`src/rtl/rfPkg.sv`:
```
package rfPkg;
  typedef struct packed {
    logic load;
    logic capRd;
    logic advByte;
    logic advRow;
  } rfStrobeT;

  typedef enum logic [2:0] {
    ST_IDLE, ST_PREP, ST_RD, ST_WR, ST_FIN
  } rfStateT;
endpackage

```
`src/rtl/rfDatapath.sv`:
```
module rfDatapath
  import rfPkg::*;
#(
  parameter int AW = 21,
  parameter int CW = 11
) (
  input  logic          clk,
  input  logic          rstN,
  input  rfStrobeT      ctl,
  input  logic [CW-1:0] xPos,
  input  logic [CW-1:0] yPos,
  input  logic [CW-1:0] width,
  input  logic [CW-1:0] height,
  input  logic [3:0]    colour,
  input  logic [AW-1:0] pitch,
  input  logic [AW-1:0] baseAddr,
  input  logic [7:0]    memRdata,
  output logic [AW-1:0] curAddr,
  output logic [7:0]    wdata,
  output logic          needRmw,
  output logic          lastByte,
  output logic          lastRow,
  output logic          zeroSize
);
  localparam int NW = CW + 1;

  logic [NW-1:0] xEnd, spanBytes, nBytesR, byteIdx;
  logic [AW-1:0] startAddr, rowAddr, pitchR;
  logic [CW-1:0] rowsLeft;
  logic [3:0]    colourR;
  logic [7:0]    rdData;
  logic          leftPart, rightPart, isFirst;

  assign xEnd      = NW'(xPos) + NW'(width) - NW'(1);
  assign spanBytes = (xEnd >> 1) - (NW'(xPos) >> 1) + NW'(1);
  assign startAddr = baseAddr + AW'(yPos) * pitch + AW'(xPos >> 1);

  always_ff @(posedge clk) begin
    if (!rstN) begin
      curAddr   <= '0;
      rowAddr   <= '0;
      pitchR    <= '0;
      nBytesR   <= '0;
      byteIdx   <= '0;
      rowsLeft  <= '0;
      colourR   <= '0;
      rdData    <= '0;
      leftPart  <= 1'b0;
      rightPart <= 1'b0;
      zeroSize  <= 1'b0;
    end else if (ctl.load) begin
      curAddr   <= startAddr;
      rowAddr   <= startAddr;
      pitchR    <= pitch;
      nBytesR   <= spanBytes;
      byteIdx   <= '0;
      rowsLeft  <= height;
      colourR   <= colour;
      leftPart  <= xPos[0];
      rightPart <= ~xEnd[0];
      zeroSize  <= (width == '0) || (height == '0);
    end else begin
      if (ctl.capRd) rdData <= memRdata;
      if (ctl.advByte) begin
        curAddr <= curAddr + AW'(1);
        byteIdx <= byteIdx + NW'(1);
      end
      if (ctl.advRow) begin
        rowAddr  <= rowAddr + pitchR;
        curAddr  <= rowAddr + pitchR;
        byteIdx  <= '0;
        rowsLeft <= rowsLeft - CW'(1);
      end
    end
  end

  assign isFirst  = (byteIdx == '0);
  assign lastByte = (byteIdx == nBytesR - NW'(1));
  assign lastRow  = (rowsLeft == CW'(1));
  assign needRmw  = (isFirst && leftPart) || (lastByte && rightPart);

  always_comb begin
    if (isFirst && leftPart)
      wdata = {colourR, rdData[3:0]};
    else if (lastByte && rightPart)
      wdata = {rdData[7:4], colourR};
    else
      wdata = {colourR, colourR};
  end


  cap_only_edge_chk: assert property (@(posedge clk) disable iff (!rstN)
    ctl.capRd |-> needRmw);

  adv_not_past_end_chk: assert property (@(posedge clk) disable iff (!rstN)
    ctl.advByte |-> !lastByte);
endmodule

```
`src/rtl/rfControl.sv`:
```
module rfControl
  import rfPkg::*;
(
  input  logic     clk,
  input  logic     rstN,
  input  logic     start,
  input  logic     memAck,
  input  logic     needRmw,
  input  logic     lastByte,
  input  logic     lastRow,
  input  logic     zeroSize,
  output rfStrobeT ctl,
  output logic     memReq,
  output logic     memWe,
  output logic     busy,
  output logic     done
);
  rfStateT state, nextState;

  always_ff @(posedge clk) begin
    if (!rstN) state <= ST_IDLE;
    else       state <= nextState;
  end

  always_comb begin
    nextState = state;
    ctl       = '0;
    memReq    = 1'b0;
    memWe     = 1'b0;
    unique case (state)
      ST_IDLE: if (start) begin
        ctl.load  = 1'b1;
        nextState = ST_PREP;
      end
      ST_PREP: begin
        if (zeroSize)     nextState = ST_FIN;
        else if (needRmw) nextState = ST_RD;
        else              nextState = ST_WR;
      end
      ST_RD: begin
        memReq = 1'b1;
        if (memAck) begin
          ctl.capRd = 1'b1;
          nextState = ST_WR;
        end
      end
      ST_WR: begin
        memReq = 1'b1;
        memWe  = 1'b1;
        if (memAck) begin
          if (!lastByte) begin
            ctl.advByte = 1'b1;
            nextState   = ST_PREP;
          end else if (lastRow) begin
            nextState = ST_FIN;
          end else begin
            ctl.advRow = 1'b1;
            nextState  = ST_PREP;
          end
        end
      end
      ST_FIN:  nextState = ST_IDLE;
      default: nextState = ST_IDLE;
    endcase
  end

  assign busy = (state != ST_IDLE);
  assign done = (state == ST_FIN);


  done_single_chk: assert property (@(posedge clk) disable iff (!rstN)
    done |=> !done && !busy);

  busy_from_start_chk: assert property (@(posedge clk) disable iff (!rstN)
    $rose(busy) |-> $past(start));

  zero_no_access_chk: assert property (@(posedge clk) disable iff (!rstN)
    (state == ST_PREP && zeroSize) |=> done && !memReq);

  read_needs_edge_chk: assert property (@(posedge clk) disable iff (!rstN)
    (memReq && !memWe) |-> needRmw);
endmodule

```
`src/rtl/rectFillEngine.sv`:
```
module rectFillEngine
  import rfPkg::*;
#(
  parameter int AW = 21,
  parameter int CW = 11
) (
  input  logic          clk,
  input  logic          rstN,
  input  logic          start,
  input  logic [CW-1:0] xPos,
  input  logic [CW-1:0] yPos,
  input  logic [CW-1:0] width,
  input  logic [CW-1:0] height,
  input  logic [3:0]    colour,
  input  logic [AW-1:0] pitch,
  input  logic [AW-1:0] baseAddr,
  output logic          memReq,
  output logic          memWe,
  output logic [AW-1:0] memAddr,
  output logic [7:0]    memWdata,
  input  logic          memAck,
  input  logic [7:0]    memRdata,
  output logic          busy,
  output logic          done
);
  rfStrobeT ctl;
  logic needRmw, lastByte, lastRow, zeroSize;

  rfControl ctrl_i (
    .clk, .rstN, .start, .memAck,
    .needRmw, .lastByte, .lastRow, .zeroSize,
    .ctl, .memReq, .memWe, .busy, .done
  );

  rfDatapath #(.AW(AW), .CW(CW)) dp_i (
    .clk, .rstN, .ctl,
    .xPos, .yPos, .width, .height, .colour, .pitch, .baseAddr,
    .memRdata,
    .curAddr(memAddr), .wdata(memWdata),
    .needRmw, .lastByte, .lastRow, .zeroSize
  );


  req_hold_chk: assert property (@(posedge clk) disable iff (!rstN)
    (memReq && !memAck) |=> memReq && $stable(memAddr) && $stable(memWe)
                            && $stable(memWdata));

  idle_quiet_chk: assert property (@(posedge clk) disable iff (!rstN)
    !busy |-> !memReq && !done);
endmodule

```
`config.mk`:
```
export PLATFORM = sky130hd
export DESIGN_NAME = rectFillEngine
export DESIGN_NICKNAME = d
export VERILOG_FILES = /design/src/rtl/rfPkg.sv /design/src/rtl/rfDatapath.sv /design/src/rtl/rfControl.sv /design/src/rtl/rectFillEngine.sv
export SDC_FILE = /design/constraint.sdc
export NUM_CORES = 1
export LEC_CHECK = 0
export CAP_MARGIN = 20
export CORE_MARGIN = 4
export CORE_UTILIZATION = 42
export CTS_BUF_LIST = sky130_fd_sc_hd__clkbuf_8
export CTS_CLUSTER_SIZE = 12
export DETAILED_ROUTE_END_ITERATION = 7
export SLEW_MARGIN = 20
export SYNTH_ARGS = -nofsm -noshare
export SYNTH_HDL_FRONTEND = slang
export SYNTH_SLANG_ARGS = --single-unit
```
`constraint.sdc`:
```
create_clock -name clk -period 6.8 [get_ports clk]
set_clock_uncertainty 0.05 [all_clocks]
set_input_delay 0.68 -clock clk [delete_from_list [all_inputs] [get_ports clk]]
set_output_delay 0.68 -clock clk [all_outputs]
set_load 0.03 [all_outputs]
```
# After elaboration in Yosys (flattened, before gate mapping)
# Index checks and enable logic that the tools add are counted.
[classes]
addsub = 11
n_mul = 1
n_eq_ne = 9
muxes = 28
n_bitwise = 3
n_reduce_logical = 15
[ops]
columns = ["operator", "n"]
rows = [
  ["21-bit two-way mux", 5],
  ["21-bit adder", 2],
  ["12-bit by 1-bit adder with 12-bit output (second input constant)", 2],
  ["12-bit by 1-bit subtractor with 12-bit output (second input constant)", 2],
  ["11-bit logical NOT", 2],
  ["11-bit two-way mux", 2],
  ["21-bit by 1-bit adder with 21-bit output (second input constant)", 1],
  ["21-bit by 10-bit adder with 21-bit output", 1],
  ["11-bit by 21-bit multiplier with 21-bit output", 1],
  ["3-bit two-way mux", 6],
  ["8-bit two-way mux", 2],
  ["11-bit by 11-bit adder with 12-bit output", 1],
  ["12-bit == test", 1],
  ["12-bit logical NOT", 1],
  ["3-bit case mux with 4 select lines", 1],
  ["11-bit by 10-bit subtractor with 12-bit output", 1],
  ["11-bit by 1-bit == test with 1-bit output (second input constant)", 1],
  ["11-bit by 1-bit subtractor with 11-bit output (second input constant)", 1],
  ["1-bit two-way mux", 10],
  ["3-bit by 2-bit == test with 1-bit output (second input constant)", 2],
  ["2-bit != test (second input constant)", 3],
  ["3-bit nonzero test", 2],
  ["2-bit two-way mux", 2],
  ["3-bit by 1-bit == test with 1-bit output (second input constant)", 1],
  ["10 further kinds", 14],
]
[totals]
regBits = 116
inputBits = 102
output_inout_bits = 33
wordCells = 79

# Logic depth before layout (Yosys ltp)
[depth]
word_depth = 8
depth_mapped = 22
ltp_nobuf = 21

# Cells and area by module
# A second synthesis with hierarchy kept.
[hier_totals]
hier_cells = 1705
area_unflattened_um2 = 13952.1
[by_module_without_submodules]
columns = ["mod", "n_inst", "cells_each", "area_per_inst_um2", "seq_area_each_um2"]
rows = [
  ["rfDatapath", 1, 1675, 13721.9, 2262.2],
  ["rfControl", 1, 30, 230.2, 60.1],
]

# Worst setup path before layout
# OpenSTA, ideal clock, no wires.
[synth_timing]
path_kind = "input to register"
start = "in yPos[2]"
end = "reg dp_i.curAddr[20]"
setup_ns = 0.122
arrival_ns = 6.250
required_time_ns = 6.628
path_slack_ns = 0.378
path_stages = 20
path_buffers = 2
path_cell_list = "clkbuf_1 -> clkbuf_1 -> nand2_1 -> fa_1 -> fa_1 -> fa_1 -> inv_1 -> fa_1 -> inv_1 -> fa_1 -> inv_1 -> ha_1 -> a21oi_1 -> o21ai_0 -> o31a_1 -> a2111oi_0 -> o31ai_1 -> xnor2_1 -> nor2_1 -> o311a_1"
[synth_via]
elab_chain_len = 4
[synth_lines]
columns = ["item", "line", "rtl"]
rows = [
  ["start: declaration", "rectFillEngine.sv:11", "input logic [CW-1:0] yPos,"],
  ["11-bit by 21-bit multiplier with 21-bit output", "rfDatapath.sv:36", "assign startAddr = baseAddr + AW'(yPos) * pitch + AW'(xPos >> 1);"],
  ["21-bit adder", "rfDatapath.sv:36", ""],
  ["21-bit by 10-bit adder with 21-bit output", "rfDatapath.sv:36", ""],
  ["21-bit two-way mux", "rfDatapath.sv:51", "end else if (ctl.load) begin"],
  ["end signal: assignment", "rfDatapath.sv:52", "curAddr <= startAddr;"],
  ["end signal: assignment", "rfDatapath.sv:65", "curAddr <= curAddr + AW'(1);"],
  ["end signal: assignment", "rfDatapath.sv:70", "curAddr <= rowAddr + pitchR;"],
  ["end: declaration", "rfDatapath.sv:18", "output logic [AW-1:0] curAddr,"],
]
# Every way passes these cells.
# A chain may end at the register's enable or synchronous reset.

# Worst setup path after layout
[layout_timing]
start = "in yPos[0]"
end = "reg dp_i.curAddr[20]"
# The elaborated chain is that of the path after synthesis.

==> impl_metrics.csv <==
group,metric,value,unit
synth,ys_ff_latch,116,
timing,hold_viol,0,
timing,max_clock_freq,0.1532,GHz
synth,syn_inst,1762,
clock_tree,cts_setup_buffers,0,
die,initial_core_util,0.4246,
timing,min_period,6.526,ns
global_route,grt_first_pass_wirelength,63070,um
finish,multiInputGateArea,10420,um^2
routing,routed_wl,38500,um
clock_tree,clkTransAtPathRegs,0.08,ns
placement,dp_cells,2306,
clock_tree,worstSkewPairLatency,0.45,ns
placement,numPortBuffers,134,
routing,ant_nets,0,
job,max_cap_violations,0,
critical_path,crit_fanout,8,
timing,post-route-period-util,0.9597,
timing,rsz0062_at_grt,"no",
synth,synth_area,14200,um^2
timing,relSlewSlack,0.2834,
synth,synth_top_area_share,0.2128,
critical_path,cpMostUsedCell,"fa_1",
power,power_density,378.4,nW/um^2
outcome,status,"completed",
routing,vias,12200,
power,power.switching,3118,uW
routing,drc_errors,0,
routing,drtPass1Iterations,5,
global_route,grt_pass1_vias,12480,
timing,setup_viol,0,
synth,yosysWarningCount,0,
critical_path,crit_required,7.09,ns
global_route,globalRouteOverflowTotal,0,
clock_tree,cts_tree,"yes",
critical_path,cp.arrival,6.81,ns
placement,placed_area,16080,um^2
synth,synth_edf_count,0,
placement,place_congestion,0.8555,
finish,regArea,2322,um^2
synth,ys_seq_area_frac,0.1635,
finish,syn_to_final_growth,16.13,%
die,die-area,36820,um^2
die,core,33450,um^2
clock_tree,hold_buffers,0,
finish,drive_gt1_frac,0.05503,
critical_path,crit_path_start_kind,"input port",
finish,nets,2247,
synth,yosys.area.top_type,"fa_1",
worst_hold_path,min_path_type,"register to register",
clock_tree,clockRootBuffer,"clkbuf_8",
global_route,antenna_found_initial,1,
global_route,grtUsageTotal,0.2135,
clock_tree,h-tree-depth,4,
finish,final_cells,2338,
synth,synth-async-reset-ratio,0,
power,ir_drop,427.2,uV
timing,worst_pin_slew,1.071,ns
synth,yosysMostFrequentCell,"inv_1",
die,die_w,191.9,um
power,p_int,3124,uW
die,fp.dieH,191.9,um
critical_path,cpMaxStageDelayCell,"clkdlybuf4s50_1",
die,fp-row-count,67,
clock_tree,cts_resized,0,
routing,drtIter0Drc,612,
synth,synth_area_leaders,"fa_1 (21%), dfxtp_1 (16%), ha_1 (10%), inv_1 (8.0%), nand2_1 (6.3%)",
clock_tree,ctsLongestPathBuffers,2,
power,pwr-share-seq,0.150,
routing,wl_per_cell,16.47,um
die,ios,135,
placement,hpwlAfterDp,30820,um
placement,place_ws,-0.2365,ns
finish,antenna_cells,0,
timing,slew_viol_final,0,
finish,nFillCells,3262,
finish,fin_area,16490,um^2
power,p_sw_frac,0.4995,
critical_path,cp_cell_sequence,"clkdlybuf4s50_1 -> and2_1 -> fa_1 -> inv_1 -> fa_1 -> inv_1 -> fa_1 -> fa_1 -> inv_1 -> fa_1 -> inv_1 -> ha_1 -> a21oi_1 -> o21ai_0 -> o31a_1 -> a2111oi_0 -> buf_4 -> o31ai_1 -> xnor2_1 -> nor2_1 -> o311a_1",
finish,fin_util,0.4931,
synth,synth.distinct_cells,82,
critical_path,critPathKind,"input port to register",
critical_path,endpoint_kind,"register",
synth,synth_nets,2132,
power,combPwrFrac,0.741,
power,leakage,0.007413,uW
timing,setup_ws,0.2738,ns
power,clkPwrFrac,0.109,
critical_path,critPathMaxStageDelay,0.63,ns
global_route,grt_max_degree,55,
synth,synthTopCellsByCount,"inv_1 (301), nand2_1 (237), fa_1 (151)",
clock_tree,cts-buffers-inserted,17,
clock_tree,cts_num_sinks,116,
synth,syn_avg_cell_area,8.060,um^2
routing,via_per_inst,5.219,
synth,synthFlopType,"dfxtp_1",
==> registers in the layout, summed over array words and instances, names as in the netlist <==
register / count
ctrl_i.state: 3
dp_i.byteIdx: 12
dp_i.colourR: 4
dp_i.curAddr: 21
dp_i.leftPart: 1
dp_i.nBytesR: 12
dp_i.pitchR: 21
dp_i.rdData: 8
dp_i.rightPart: 1
dp_i.rowAddr: 21
dp_i.rowsLeft: 11
dp_i.zeroSize: 1
==> per-stage QoR <==
stage               total power, uW  hold WS, ns  setup TNS (ns)
floorplan                      4343       0.3816               0
global placement               5544       0.3969         -0.2011
detailed placement             5599       0.4045         -0.4695
CTS                            6300       0.4164               0
global route                   6897       0.4277               0
finish                         6242       0.4114               0
==> critical path: cells and delay by family <==
family,cells,cell delay (ns)
XOR/XNOR,1,0.14
AND/OR/NAND/NOR,2,0.37
buffers and inverters,6,1.05
AO/OA/AOI/OAI,6,1.70
adder cells (fa/ha/maj),6,2.86
==> metal layers <==
metal	global-route usage	share of wire	vias to the layer above
met2	0.3865	0.51	223
met1	0.2638	0.43	5906
met5	0	0.00018	-
met3	0.03181	0.036	63
met4	0.05994	0.025	2
li1	-	-	6008
==> worst paths after layout <==
check / to / cells after the start / startpoint / slack [ns]
worst max-delay path: dp_i.curAddr[20] / 21 / yPos[0] / 0.27
worst min-delay path: dp_i.leftPart / 2 / dp_i.leftPart / 0.41
worst max register to register: dp_i.curAddr[20] / 11 / dp_i.pitchR[0] / 3.24
worst min register to register: dp_i.leftPart / 2 / dp_i.leftPart / 0.41
==> final cells by class <==
cell class / instances / area share
multi-input cells: 1267 / 0.6315
repair buffers: 174 / 0.1003
clock buffers: 18 / 0.01502
clock inverters: 14 / 0.009862
inverters: 301 / 0.06850
well taps: 448 / 0.03399
flip-flops and latches: 116 / 0.1408
==> cell families (layout without fill, tap and decap cells) <==
logic type                 after synthesis  after routing  share of synthesized area
muxes                                   21             21                    0.01559
buffers and inverters                  379            507                     0.1034
xor gates and xnor gates                88             88                    0.05524
DFF                                    116            116                     0.1635
and+or+nand+nor                        561            561                     0.1945
AOI/OAI and AO/OA                      329            329                     0.1518
adders and majority gates              268            268                     0.3159
==> placed cells by master (no fill, tap or decap), types with 13 or more instances in the layout <==
master / Yosys / layout
a21oi_1: 109 / 109
nor2_1: 85 / 85
o21ai_0: 53 / 53
nor4_1: 18 / 18
inv_1: 301 / 301
a31oi_1: 18 / 18
nand2_1: 237 / 236
xor2_1: 26 / 26
fa_1: 151 / 151
a21o_1: 16 / 16
buf_4: 2 / 39
and2_1: 76 / 75
dfxtp_1: 116 / 116
ha_1: 117 / 117
nor3_1: 39 / 39
xnor2_1: 61 / 61
o21a_1: 19 / 19
clkbuf_8: 0 / 18
a211oi_1: 13 / 13
nor2b_1: 13 / 13
nand3_1: 27 / 27
clkdlybuf4s50_1: 0 / 134
==> power by group through the flow <==
stage | registers [uW] | clock network, uW | logic [uW]
after detailed placement | 952 | 0 | 4650
after CTS | 938 | 685 | 4680
after global placement | 950 | 0 | 4590
after global routing | 957 | 720 | 5220
after floorplan | 969 | 0 | 3370
final | 938 | 678 | 4630
(Power assumes the default switching activity.)
